$ cat src/rtl/fcg_pkg.sv
package fcg_pkg;
   localparam int REG_W    = 32;
   localparam int KEY_LSB  = 24;
   localparam int SRC_W    = 4;
   localparam int EN_BIT   = 4;
   localparam int KILL_BIT = 5;
   localparam int BUSY_BIT = 7;
   localparam int MODE_LSB = 9;
   localparam int MODE_W   = 2;

   typedef enum logic {
      SEL_CTL = 1'b0,
      SEL_DIV = 1'b1
   } reg_sel_e;

   typedef struct packed {
      logic [MODE_W-1:0] mode;
      logic              kill;
      logic              en;
      logic [SRC_W-1:0]  src;
   } ctl_t;
endpackage

$ cat src/rtl/fcg_regs.sv
module fcg_regs
   import fcg_pkg::*;
#(
   parameter int         INT_W  = 12,
   parameter int         FRAC_W = 12,
   parameter logic [7:0] KEY    = 8'h5A
) (
   input  logic              clk,
   input  logic              rst_n,
   input  logic              wr_en,
   input  logic              wr_sel,
   input  logic [REG_W-1:0]  wr_data,
   input  logic              rd_sel,
   input  logic              busy,
   output ctl_t              ctl_q,
   output logic [INT_W-1:0]  int_q,
   output logic [FRAC_W-1:0] frac_q,
   output logic [REG_W-1:0]  rd_data
);
   logic key_ok;
   logic unused_wr;

   assign key_ok    = (wr_data[KEY_LSB +: 8] == KEY);
   assign unused_wr = ^wr_data;

   always_ff @(posedge clk) begin
      if (!rst_n) begin
         ctl_q  <= '0;
         int_q  <= '0;
         frac_q <= '0;
      end else if (wr_en && key_ok) begin
         if (wr_sel == SEL_DIV) begin
            int_q  <= wr_data[FRAC_W +: INT_W];
            frac_q <= wr_data[FRAC_W-1:0];
         end else begin
            ctl_q.src  <= wr_data[SRC_W-1:0];
            ctl_q.en   <= wr_data[EN_BIT];
            ctl_q.kill <= wr_data[KILL_BIT];
            ctl_q.mode <= wr_data[MODE_LSB +: MODE_W];
         end
      end
   end

   always_comb begin
      rd_data = '0;
      if (rd_sel == SEL_DIV) begin
         rd_data[FRAC_W +: INT_W] = int_q;
         rd_data[FRAC_W-1:0]      = frac_q;
      end else begin
         rd_data[SRC_W-1:0]          = ctl_q.src;
         rd_data[EN_BIT]             = ctl_q.en;
         rd_data[KILL_BIT]           = ctl_q.kill;
         rd_data[BUSY_BIT]           = busy;
         rd_data[MODE_LSB +: MODE_W] = ctl_q.mode;
      end
   end
endmodule

$ cat src/rtl/fcg_src_mux.sv
module fcg_src_mux #(
   parameter int NUM_SRC = 8,
   parameter int SEL_W   = 4
) (
   input  logic [NUM_SRC-1:1] src_tick,
   input  logic [SEL_W-1:0]   sel,
   output logic               tick
);
   logic [NUM_SRC-1:1] hit;

   for (genvar i = 1; i < NUM_SRC; i++) begin : g_src
      localparam logic [SEL_W-1:0] IDX = SEL_W'(i);
      assign hit[i] = (sel == IDX) & src_tick[i];
   end

   assign tick = |hit;
endmodule

$ cat src/rtl/fcg_divider.sv
module fcg_divider
   import fcg_pkg::*;
#(
   parameter int INT_W  = 12,
   parameter int FRAC_W = 12,
   parameter bit DITHER = 1'b1
) (
   input  logic              clk,
   input  logic              rst_n,
   input  ctl_t              ctl_q,
   input  logic [INT_W-1:0]  int_q,
   input  logic [FRAC_W-1:0] frac_q,
   input  logic              tick,
   output logic [SRC_W-1:0]  use_src,
   output logic              busy,
   output logic              clk_out,
   output logic              period_end
);
   localparam int              CNT_W   = INT_W + 1;
   localparam logic [CNT_W-1:0] MIN_DIV = CNT_W'(2);
   localparam logic [CNT_W-1:0] ONE     = CNT_W'(1);

   logic              run_q, out_q;
   logic [CNT_W-1:0]  cnt_q, per_q;
   logic [SRC_W-1:0]  a_src;
   logic [INT_W-1:0]  a_int, u_int;
   logic [FRAC_W-1:0] a_frac, u_frac;
   logic [MODE_W-1:0] a_mode, u_mode;
   logic [CNT_W-1:0]  int_eff, new_per, cnt_inc;
   logic              carry, dith_on, load_per, acc_clr, start, stop_now;

   // frozen while running, transparent while stopped
   assign use_src = run_q ? a_src  : ctl_q.src;
   assign u_int   = run_q ? a_int  : int_q;
   assign u_frac  = run_q ? a_frac : frac_q;
   assign u_mode  = run_q ? a_mode : ctl_q.mode;

   assign dith_on    = (u_mode != '0);
   assign int_eff    = (u_int < INT_W'(2)) ? MIN_DIV : {1'b0, u_int};
   assign new_per    = int_eff + {{INT_W{1'b0}}, carry};
   assign cnt_inc    = cnt_q + ONE;
   assign period_end = run_q && tick && (cnt_q == per_q - ONE);

   assign start    = !ctl_q.kill && !run_q && ctl_q.en;
   assign stop_now = !ctl_q.kill && period_end && !ctl_q.en;
   assign load_per = start || (!ctl_q.kill && period_end && ctl_q.en);
   assign acc_clr  = ctl_q.kill || stop_now;

   if (DITHER) begin : g_dither
      logic [FRAC_W-1:0] acc_q;
      logic [FRAC_W:0]   sum;
      assign sum   = {1'b0, acc_q} + {1'b0, u_frac};
      assign carry = dith_on & sum[FRAC_W];
      always_ff @(posedge clk) begin
         if (!rst_n)                  acc_q <= '0;
         else if (acc_clr)            acc_q <= '0;
         else if (load_per && dith_on) acc_q <= sum[FRAC_W-1:0];
      end
   end else begin : g_plain
      logic unused_frac;
      assign carry       = 1'b0;
      assign unused_frac = ^{u_frac, dith_on};
   end

   always_ff @(posedge clk) begin
      if (!rst_n) begin
         a_src  <= '0;
         a_int  <= '0;
         a_frac <= '0;
         a_mode <= '0;
      end else begin
         a_src  <= use_src;
         a_int  <= u_int;
         a_frac <= u_frac;
         a_mode <= u_mode;
      end
   end

   always_ff @(posedge clk) begin
      if (!rst_n) begin
         run_q <= 1'b0;
         out_q <= 1'b0;
         cnt_q <= '0;
         per_q <= MIN_DIV;
      end else if (ctl_q.kill) begin
         run_q <= 1'b0;
         out_q <= 1'b0;
         cnt_q <= '0;
      end else if (load_per) begin
         run_q <= 1'b1;
         out_q <= 1'b1;
         cnt_q <= '0;
         per_q <= new_per;
      end else if (stop_now) begin
         run_q <= 1'b0;
         out_q <= 1'b0;
         cnt_q <= '0;
      end else if (run_q && tick) begin
         cnt_q <= cnt_inc;
         out_q <= (cnt_inc < (per_q >> 1));
      end
   end

   assign busy    = run_q;
   assign clk_out = out_q;
endmodule

$ cat src/rtl/fclk_gen.sv
module fclk_gen
   import fcg_pkg::*;
#(
   parameter int         NUM_SRC = 8,
   parameter int         INT_W   = 12,
   parameter int         FRAC_W  = 12,
   parameter logic [7:0] KEY     = 8'h5A,
   parameter bit         DITHER  = 1'b1
) (
   input  logic               clk,
   input  logic               rst_n,
   input  logic               wr_en,
   input  logic               wr_sel,
   input  logic [REG_W-1:0]   wr_data,
   input  logic               rd_sel,
   output logic [REG_W-1:0]   rd_data,
   input  logic [NUM_SRC-1:1] src_tick,
   output logic               busy,
   output logic               clk_out
);
   if (INT_W + FRAC_W > KEY_LSB) begin : g_bad_width
      $error("divisor fields overlap the key byte");
   end
   if (NUM_SRC < 2 || NUM_SRC > (1 << SRC_W)) begin : g_bad_src
      $error("NUM_SRC out of range for the select field");
   end
   if (FRAC_W < 1 || INT_W < 2) begin : g_bad_frac
      $error("divisor field widths too small");
   end

   ctl_t              ctl_q;
   logic [INT_W-1:0]  int_q;
   logic [FRAC_W-1:0] frac_q;
   logic [SRC_W-1:0]  use_src;
   logic              tick;
   logic              period_end;

   fcg_regs #(.INT_W(INT_W), .FRAC_W(FRAC_W), .KEY(KEY)) u_regs (
      .clk(clk), .rst_n(rst_n), .wr_en(wr_en), .wr_sel(wr_sel),
      .wr_data(wr_data), .rd_sel(rd_sel), .busy(busy),
      .ctl_q(ctl_q), .int_q(int_q), .frac_q(frac_q), .rd_data(rd_data)
   );

   fcg_src_mux #(.NUM_SRC(NUM_SRC), .SEL_W(SRC_W)) u_mux (
      .src_tick(src_tick), .sel(use_src), .tick(tick)
   );

   fcg_divider #(.INT_W(INT_W), .FRAC_W(FRAC_W), .DITHER(DITHER)) u_div (
      .clk(clk), .rst_n(rst_n), .ctl_q(ctl_q), .int_q(int_q),
      .frac_q(frac_q), .tick(tick), .use_src(use_src), .busy(busy),
      .clk_out(clk_out), .period_end(period_end)
   );
endmodule

$ cat config.mk
export PLATFORM = sky130hd
export DESIGN_NAME = fclk_gen
export DESIGN_NICKNAME = d
export VERILOG_FILES = /design/src/rtl/fcg_pkg.sv /design/src/rtl/fcg_regs.sv /design/src/rtl/fcg_src_mux.sv /design/src/rtl/fcg_divider.sv /design/src/rtl/fclk_gen.sv
export SDC_FILE = /design/constraint.sdc
export NUM_CORES = 1
export LEC_CHECK = 0
export BUFFER_PORTS_ARGS = -buffer_cell sky130_fd_sc_hd__buf_2
export CAP_MARGIN = 15
export CORE_MARGIN = 5
export CORE_UTILIZATION = 63
export CTS_CLUSTER_DIAMETER = 200
export CTS_CLUSTER_SIZE = 14
export DETAILED_ROUTE_END_ITERATION = 7
export PLACE_DENSITY = 0.89
export SLEW_MARGIN = 20
export SYNTH_ARGS = -nofsm -noshare
export SYNTH_HDL_FRONTEND = slang
export SYNTH_SLANG_ARGS = --single-unit
$ cat constraint.sdc
create_clock -name clk -period 7.7 [get_ports clk]
set_clock_uncertainty 0.2 [all_clocks]
set_input_delay 1.54 -clock clk [delete_from_list [all_inputs] [get_ports clk]]
set_output_delay 1.54 -clock clk [all_outputs]
set_load 0.02 [all_outputs]
==> impl_metrics.yaml, run 1 <==
outcome:
  outcome: "finished clean"
clock_tree:
  hold_buffers: 0
  cts_tree: "built"
  clk_pin_slew_ns: 0.11
  cts_buffers: 9
  clockBufferDepth: 2
  cts_root_buf: "clkbuf_8"
  htreeDepth: 3
  clk_latency_ns: 0.37
  postCtsSetupBuffers: 0
  cts_resized: 0
  cts.sinks: 102
sta:
  tns_ns: 0
  setup_viol: 0
  maxSlewHeadroom_pct: 35.1
  worstMarginPinSlew_ns: 0.972
  period_share_pct: 56.0
  drv_slew: 0
  rsz0062_at_grt: "no"
  layout_setup_ws_ns: 3.38
  hold_ws_ns: 0.292
  post-route-min-period_ns: 4.32
  fmaxAchievable_mhz: 232
  hold_viol_final: 0
worst_hold_path:
  hold_class: "register to register"
  min_to: "u_div.g_dither.acc_q[4]$_SDFFE_PP0P_"
  hp-start: "u_div.g_dither.acc_q[4]$_SDFFE_PP0P_"
  worstHoldPathCells: 2
detailed_routing:
  vias_per_cell: 6.14
  first_pass_iters: 8
  first_iter_violations: 418
  dr_total_vias: 5407
  drc_errors: 0
  final_antenna_net_count: 0
  wl_per_cell_um: 17.0
  drt_wl_total_um: 14900
global_routing:
  grt_pass1_vias: 5339
  grt_pass1_wl_um: 25400
  grt.total_usage_pct: 26.7
  grt_overflow: 0
  antenna_found_initial: 0
  grt_max_degree: 47
placed_design:
  place_hpwl_um: 11100
  port_buffers: 69
  gp_congestion: 0.979
  dp_slack_ns: 3.50
floorplanning:
  die_h_um: 108
  io_pins: 78
  chipWidth_um: 108
  die_area_sq_um: 11700
  start_util_pct: 65.0
  rows: 35
  core_area_sq_um: 9330
final_layout:
  drive_gt1_share_pct: 16.1
  multi_input_area_sq_um: 3700
  final_nets: 819
  fillCellCount: 707
  synthToLayoutAreaGrowth_pct: 8.21
  seq_area_sq_um: 2040
  num_antenna_cells: 0
worst_setup_path:
  critPathArrivalTime_ns: 4.42
  timing.rr.end: "u_div.per_q[8]$_SDFFE_PN0P_"
  worstRegToRegCells: 16
  regToRegSetupSlack_ns: 3.38
  critPathSlowestCell: "buf_4"
  endpoint_kind: "register"
  cp_cell_sequence: "buf_4 > mux2_2 > ha_1 > a211oi_1 > o21ai_0 > a31o_2 > a21oi_1 > o21ai_0 > o211a_1 > ha_1 > ha_1 > nand2_1 > nor3_1 > xnor2_1 > nand3_1 > a21oi_1"
  critPathMaxStageDelay_ns: 0.50
  crit_type: "register to register"
  required_ns: 7.80
  worstReg2RegStart: "u_div.busy$_SDFFE_PP0P_"
  crit_path_frequent_cell: "ha_1"
  cp_max_fo: 42
  cp-start-kind: "register"
logic_synthesis:
  synth_edf_count: 0
  synth_seq_cells: 102
  yosysMostFrequentCell: "dfxtp_1"
  yosysTopAreaCellShare_pct: 33.7
  synth_area_leaders: "dfxtp_1, mux2i_1, ha_1"
  synthTopCellsByCount: "dfxtp_1, nor2_1, mux2i_1, a21oi_1, nand2_1"
  ys_async_sr_fraction_pct: 0
  netlist_area_sq_um: 6060
  seq_area_frac_synth_pct: 33.7
  synth_top_area_cell: "dfxtp_1"
  syn_avg_cell_area_sq_um: 8.61
  synth.distinct_cells: 68
  netlist_instances: 704
  synth-main-ff-cell: "dfxtp_1"
  yosys_warnings: 0
pwr:
  vdd_ir_drop_max_uv: 127
  powerDensity_nw_per_um2: 133
  power_leakage_nw: 2.84
job:
  drv_cap: 0
## metrics by stage
stage	utilization [%]	power, mW	cell area, sq um	cells
finish	70.3	0.874	6560	881
global route	70.3	0.906	6560	881
CTS	70.3	0.876	6560	881
detailed placement	68.5	0.569	6390	865
global placement	68.5	0.568	6390	865
floorplan	-	0.558	6090	711
## cell usage in the layout (no fill, tap or decap), types with 11 or more instances in the layout
| cell | count |
|---|---|
| o21ai_0 | 31 |
| nand3_1 | 20 |
| mux2i_1 | 49 |
| nor2_1 | 85 |
| ha_1 | 27 |
| nor3_1 | 17 |
| xor2_1 | 23 |
| and2_1 | 29 |
| xnor2_1 | 24 |
| nand2_1 | 33 |
| o31ai_1 | 14 |
| mux2_2 | 19 |
| inv_1 | 23 |
| a21oi_1 | 33 |
| or3_1 | 11 |
| buf_2 | 69 |
| dfxtp_1 | 101 |
| nand4_1 | 21 |
## layer usage
metal / wire, um / GRT usage [%]
met5: 0 / 0
met1: 6600 / 34.2
met3: 952 / 5.31
met4: 360 / 10.1
met2: 7040 / 44.3
## state kept, by name (all words and copies together), names as in the netlist, 4 cells and up
signal	count
u_div.a_frac	12
u_div.a_int	12
u_div.a_src	4
u_div.cnt_q	13
u_div.g_dither.acc_q	12
u_div.per_q	13
u_regs.ctl_q	8
u_regs.frac_q	12
u_regs.int_q	12
## area by class of cell
cell class	count	area share [%]
Multi-Input combinational cell	535	56.4
Sequential cell	102	31.1
Timing Repair Buffer	75	5.95
Tap cell	129	2.46
Clock buffer	11	2.00
Inverter	24	1.37
Clock inverter	5	0.648
## power by group
| part | internal [mW] | switching (mW) | total [mW] |
|---|---|---|---|
| logic | 0.0106 | 0.0193 | 0.0299 |
| registers | 0.527 | 0.000180 | 0.527 |
| clock network | 0.121 | 0.195 | 0.316 |
## logic make-up after synthesis
family,count (synthesis),synth area share [%]
XOR/XNOR,47,6.79
buffers and inverters,74,5.70
AO/OA/AOI/OAI,137,15.9
multiplexers,68,11.6
adder cells (fa/ha/maj),28,5.90
AND/OR/NAND/NOR,247,20.3
flip-flops,102,33.7
other,1,0.0618
## worst max-delay path by stage
stage,slack (ns),depth (start not counted),start,to
after floorplan,2.56,21,u_div.busy$_SDFFE_PP0P_,u_div.per_q[8]$_SDFFE_PN0P_
after global placement,3.57,3,rd_sel,rd_data[0]
after detailed placement,3.50,16,u_div.busy$_SDFFE_PP0P_,u_div.per_q[8]$_SDFFE_PN0P_
after CTS,3.41,16,u_div.busy$_SDFFE_PP0P_,u_div.per_q[8]$_SDFFE_PN0P_
after global routing,3.03,16,u_div.busy$_SDFFE_PP0P_,u_div.per_q[8]$_SDFFE_PN0P_
final,3.38,16,u_div.busy$_SDFFE_PP0P_,u_div.per_q[8]$_SDFFE_PN0P_
## critical path, delay by kind of cell, from the launching register on
kind            cells  cell delay (ns)
compound gates      7             1.32
flops               1             0.45
simple gates        3             0.40
buf+inv             1             0.50
xor+xnor            1             0.14
mux                 1             0.42
fa+ha+maj           3             0.81
Power figures use the tool's default switching activity.
==> run 2, diff against run 1 <==
Settings changed: ABC_AREA set to 1, CORE_UTILIZATION 63 to 59, PLACE_DENSITY 0.89 to 0.84.
Clock period 7.7 ns to 4.2 ns, I/O delays scaled along.
==> impl_metrics.yaml, run 2 <==
pwr:
  powerDensity_nw_per_um2: 250
  vdd_ir_drop_max_uv: 231
  power_leakage_nw: 3.31
sta:
  period_share_pct: 89.4
  hold_viol_final: 0
  post-route-min-period_ns: 3.76
  tns_ns: 0
  maxSlewHeadroom_pct: 36.6
  rsz0062_at_grt: "no"
  fmaxAchievable_mhz: 266
  worstMarginPinSlew_ns: 0.950
  setup_viol: 0
  drv_slew: 0
detailed_routing:
  dr_total_vias: 5704
  vias_per_cell: 5.19
  drt_wl_total_um: 13700
  drc_errors: 0
  first_pass_iters: 5
  first_iter_violations: 330
  wl_per_cell_um: 12.5
  final_antenna_net_count: 0
clock_tree:
  cts_tree: "built"
  cts_buffers: 9
  cts.sinks: 102
  clk_latency_ns: 0.39
  cts_resized: 0
  cts_root_buf: "clkbuf_8"
  htreeDepth: 3
  postCtsSetupBuffers: 0
  clockBufferDepth: 2
  clk_pin_slew_ns: 0.11
  hold_buffers: 0
global_routing:
  grt.total_usage_pct: 22.9
  grt_overflow: 0
  antenna_found_initial: 0
  grt_pass1_vias: 5496
  grt_pass1_wl_um: 24100
  grt_max_degree: 50
final_layout:
  final_nets: 1030
  synthToLayoutAreaGrowth_pct: 9.12
  layout_common_cells: "nand2_1, nor2_1, inv_1"
  num_antenna_cells: 0
  final_common_cell: "nand2_1"
  largestRegisters: "u_div.cnt_q: 13 flops, u_div.per_q: 13 flops"
  instances_no_fill: 1099
  drive_gt1_share_pct: 12.0
  design_area_sq_um: 6590
worst_setup_path:
  critPathSlowestCell: "dfxtp_1"
  required_ns: 4.28
  cp_top_family: "simple AND/OR/NAND/NOR gates"
  crit_path_frequent_cell: "nand2_1"
  crit_buf_inv: 2
  cp-start-kind: "register"
  crit_type: "register to register"
  critPathMaxStageDelay_ns: 0.39
  cp_cell_sequence: "buf_4 > nand2_1 > nand2_1 > ha_1 > a21oi_1 > o221ai_1 > nand2_1 > nand3_1 > a21oi_1 > nor2_1 > o21ai_0 > inv_1 > ha_1 > ha_1 > nand2_1 > nor2_2 > nand3_1 > nor2_2 > nand3_1 > xor2_1 > nand3_1 > nand2_1 > a21oi_1"
  critPathArrivalTime_ns: 3.84
  cp_max_fo: 37
  endpoint_kind: "register"
placed_design:
  placed_area_sq_um: 6390
  place_inst: 1083
  gp_congestion: 0.962
  place_hpwl_um: 10300
  port_buffers: 69
logic_synthesis:
  syn_avg_cell_area_sq_um: 6.65
  yosysMostFrequentCell: "nand2_1"
  yosys_warnings: 0
  synth_edf_count: 0
  yosysTopAreaCellShare_pct: 33.8
  seq_area_frac_synth_pct: 33.8
  netlist_instances: 907
  synth_top_area_cell: "dfxtp_1"
  netlist_area_sq_um: 6040
  ys_async_sr_fraction_pct: 0
  synth.distinct_cells: 40
  synthTopCellsByCount: "nand2_1, nor2_1, inv_1, dfxtp_1, a21oi_1"
  synth-main-ff-cell: "dfxtp_1"
  synth_seq_cells: 102
  synth_area_leaders: "dfxtp_1, nand2_1, nor2_1"
worst_hold_path:
  hold_class: "register to register"
floorplanning:
  start_util_pct: 59.5
  die_h_um: 111
  chipWidth_um: 111
  rows: 37
  core_area_sq_um: 10100
  die_area_sq_um: 12400
  io_pins: 78
outcome:
  outcome: "finished clean"
job:
  drv_cap: 0
## run 2: cell types whose count changed after synthesis, sizes merged, moves of 20 or more
cell,previous run,this run
and2,29,2
inv,23,115
nand2,33,226
o21ai,31,51
nor2,85,132
a21oi,33,55
mux2i,49,0
nand3,20,53
## run 2: final cells by class
class | instances | area, sq um
well taps | 136 | 170
fillers | 922 | 3550
clock buffers | 9 | 124
flip-flops and latches | 102 | 2040
repair buffers | 74 | 383
clock inverters | 7 | 75.1
multi-input cells | 656 | 3360
inverters | 115 | 434
## run 2: per-stage QoR
stage          util (%)  hold slack, ns  power [mW]  setup slack, ns
6_report           65.0           0.276        1.65            0.443
4_1_cts            65.0           0.276        1.66            0.454
5_1_grt            65.0           0.304        1.71           0.0649
3_3_place_gp       63.0           0.258        1.05            0.593
2_1_floorplan         -           0.243        1.03            0.312
3_5_place_dp       63.0           0.258        1.05            0.464
## run 2: cell families (layout without fill, tap and decap cells)
family | Yosys count | after routing | share of synthesized area, %
compound gates | 131 | 131 | 12.0
xor+xnor | 35 | 35 | 5.08
buf+inv | 156 | 205 | 11.0
simple gates | 454 | 454 | 32.1
other cells | 1 | 8 | 0.0621
flops | 102 | 102 | 33.8
fa+ha+maj | 28 | 28 | 5.93
## run 2: worst register-to-register path: stages, from the launching register on
cell      delay [ns]
dfxtp_1         0.39
buf_4           0.37
nand2_1         0.13
nand2_1         0.10
ha_1            0.28
a21oi_1         0.24
o221ai_1        0.16
nand2_1         0.08
nand3_1         0.10
a21oi_1         0.15
nor2_1          0.05
o21ai_0         0.13
inv_1           0.09
ha_1            0.22
ha_1            0.19
nand2_1         0.10
nor2_2          0.05
nand3_1         0.11
nor2_2          0.06
nand3_1         0.10
xor2_1          0.15
nand3_1         0.08
nand2_1         0.07
a21oi_1         0.04
## run 2: worst paths after layout
path,depth (start not counted),from,slack (ns),endpoint
worst max-delay path,23,u_div.busy$_SDFFE_PP0P_,0.44,u_div.per_q[10]$_SDFFE_PN0P_
worst min-delay path,2,u_div.g_dither.acc_q[0]$_SDFFE_PP0P_,0.28,u_div.g_dither.acc_q[0]$_SDFFE_PP0P_
worst max register to register,23,u_div.busy$_SDFFE_PP0P_,0.44,u_div.per_q[10]$_SDFFE_PN0P_
worst min register to register,2,u_div.g_dither.acc_q[0]$_SDFFE_PP0P_,0.28,u_div.g_dither.acc_q[0]$_SDFFE_PP0P_
## run 2: report_power, final
| part | switching (mW) | internal (mW) |
|---|---|---|
| combinational | 0.0415 | 0.0203 |
| clock | 0.386 | 0.234 |
| sequential | 0.000476 | 0.967 |
## run 2: metal layers
layer	global-route usage (%)	routed length [um]	vias up
met5	0	0	-
met4	7.30	278	0
met3	5.51	765	31
met2	39.2	6610	135
met1	28.3	6050	2559
li1	-	-	2979
==> run 3, diff against run 2 <==
Settings changed: ABC_AREA 1 to unset.
Clock period 4.2 ns to 4.1 ns, I/O delays scaled along.
==> impl_metrics.yaml, run 3 (synthesized netlist as in run 1, its figures left out) <==
sta:
  hold_viol_final: 0
  period_share_pct: 91.5
  setup_viol: 0
  tns_ns: 0
  maxSlewHeadroom_pct: 24.2
  fmaxAchievable_mhz: 267
  post-route-min-period_ns: 3.75
  rsz0062_at_grt: "no"
  worstMarginPinSlew_ns: 1.13
  drv_slew: 0
clock_tree:
  htreeDepth: 3
  cts.sinks: 102
  clk_latency_ns: 0.38
  clk_pin_slew_ns: 0.10
  cts_tree: "built"
  clockBufferDepth: 2
  hold_buffers: 0
  cts_root_buf: "clkbuf_8"
  cts_buffers: 9
global_routing:
  grt_max_degree: 62
  grt_pass1_vias: 5240
  grt.total_usage_pct: 24.3
  grt_pass1_wl_um: 25400
  grt_overflow: 0
  antenna_found_initial: 0
floorplanning:
  rows: 37
  die_h_um: 111
  core_area_sq_um: 10200
  start_util_pct: 59.5
  io_pins: 78
  die_area_sq_um: 12400
  chipWidth_um: 111
worst_setup_path:
  required_ns: 4.20
  regToRegSetupSlack_ns: 0.35
  worstRegToRegCells: 17
  worstReg2RegStart: "u_div.busy$_SDFFE_PP0P_"
  critPathLaunch: "u_div.busy$_SDFFE_PP0P_"
  cp-start-kind: "register"
  endpoint_kind: "register"
  crit_type: "register to register"
  critPathArrivalTime_ns: 3.85
  cp_max_fo: 6
final_layout:
  synthToLayoutAreaGrowth_pct: 10.4
  drive_gt1_share_pct: 18.3
  num_antenna_cells: 0
  largestRegisters: "u_div.cnt_q: 13 flops, u_div.per_q: 13 flops"
  final_common_cell: "dfxtp_1"
  instances_no_fill: 897
  design_area_sq_um: 6700
  layout_common_cells: "dfxtp_1, nor2_1, buf_2"
  final_nets: 828
placed_design:
  placed_area_sq_um: 6450
  place_inst: 876
  place_hpwl_um: 10900
  gp_congestion: 1.00
  port_buffers: 69
pwr:
  powerDensity_nw_per_um2: 256
  vdd_ir_drop_max_uv: 190
  power_leakage_nw: 2.90
  total_power_mw: 1.71
job:
  drv_cap: 0
worst_hold_path:
  worstHoldPathCells: 2
  hp-start: "u_div.g_dither.acc_q[5]$_SDFFE_PP0P_"
  hold_class: "register to register"
detailed_routing:
  final_antenna_net_count: 0
  dr_total_vias: 5436
  vias_per_cell: 6.06
  wl_per_cell_um: 16.7
  first_iter_violations: 452
  first_pass_iters: 5
  drc_errors: 0
  drt_wl_total_um: 15000
outcome:
  outcome: "finished clean"
[run 3: cell types whose count changed in the layout (fill, tap and decap cells not counted), moves of 19 or more]
cell,previous run,this run
and2_1,2,29
mux2_2,0,19
mux2i_1,0,49
a21oi_1,55,33
nor2_1,128,85
xnor2_1,5,24
nand2_1,222,32
inv_1,112,23
nand3_1,49,20
[run 3: final timing paths]
| check | to |
|---|---|
| setup / recovery | u_div.per_q[8]$_SDFFE_PN0P_ |
| hold / removal | u_div.g_dither.acc_q[5]$_SDFFE_PP0P_ |
| setup reg to reg | u_div.per_q[8]$_SDFFE_PN0P_ |
| hold reg to reg | u_div.g_dither.acc_q[5]$_SDFFE_PP0P_ |
[run 3: critical path, stage by stage (launching register included)]
cell and delay [ns]:
dfxtp_4 0.38, mux2_2 0.35, ha_1 0.23, fa_2 0.37, a21o_1 0.19, a211oi_2 0.24
o21ai_2 0.11, a31o_2 0.26, a21oi_1 0.13, o21ai_0 0.08, o211a_1 0.13, ha_2 0.22
ha_2 0.20, nand2_2 0.09, nor3_1 0.06, xnor2_1 0.19, nand3_1 0.10, a21oi_1 0.16
[run 3: final cells by class]
cell class | instances | area (sq um)
Tap cell | 136 | 170
Sequential cell | 102 | 2050
Clock inverter | 7 | 81.3
Inverter | 24 | 90.1
Timing Repair Buffer | 84 | 458
Clock buffer | 9 | 124
Fill cell | 815 | 3490
Multi-Input combinational cell | 535 | 3730
[run 3: metrics by stage]
stage | hold slack, ns | worst slack (ns) | util (%)
after floorplan | 0.247 | 0.0203 | -
after global routing | 0.295 | 0.0240 | 65.7
after detailed placement | 0.267 | 0.265 | 63.3
after global placement | 0.255 | 0.340 | 63.3
after CTS | 0.283 | 0.200 | 65.3
final | 0.285 | 0.350 | 65.7
[run 3: layer usage]
layer / global-route usage, % / routed length [um] / vias to the layer above
li1: - / - / 2610
met1: 32.6 / 6500 / 2558
met2: 39.8 / 7060 / 231
met3: 5.05 / 1080 / 37
met4: 6.81 / 327 / 0
met5: 0 / 0 / -
[run 3: power by group]
| group | total (mW) | internal, mW | switching (mW) |
|---|---|---|---|
| clock network | 0.668 | 0.291 | 0.377 |
| registers | 0.990 | 0.990 | 0.000319 |
| logic | 0.0567 | 0.0206 | 0.0360 |
| total | 1.71 | 1.30 | 0.413 |
[run 3: repair_timing]
| action | 4_1_cts | 5_1_grt |
|---|---|---|
| setup endpoints to repair | 0 | 3 |
| resized for setup | 0 | 1 |
| setup buffers | 0 | 5 |
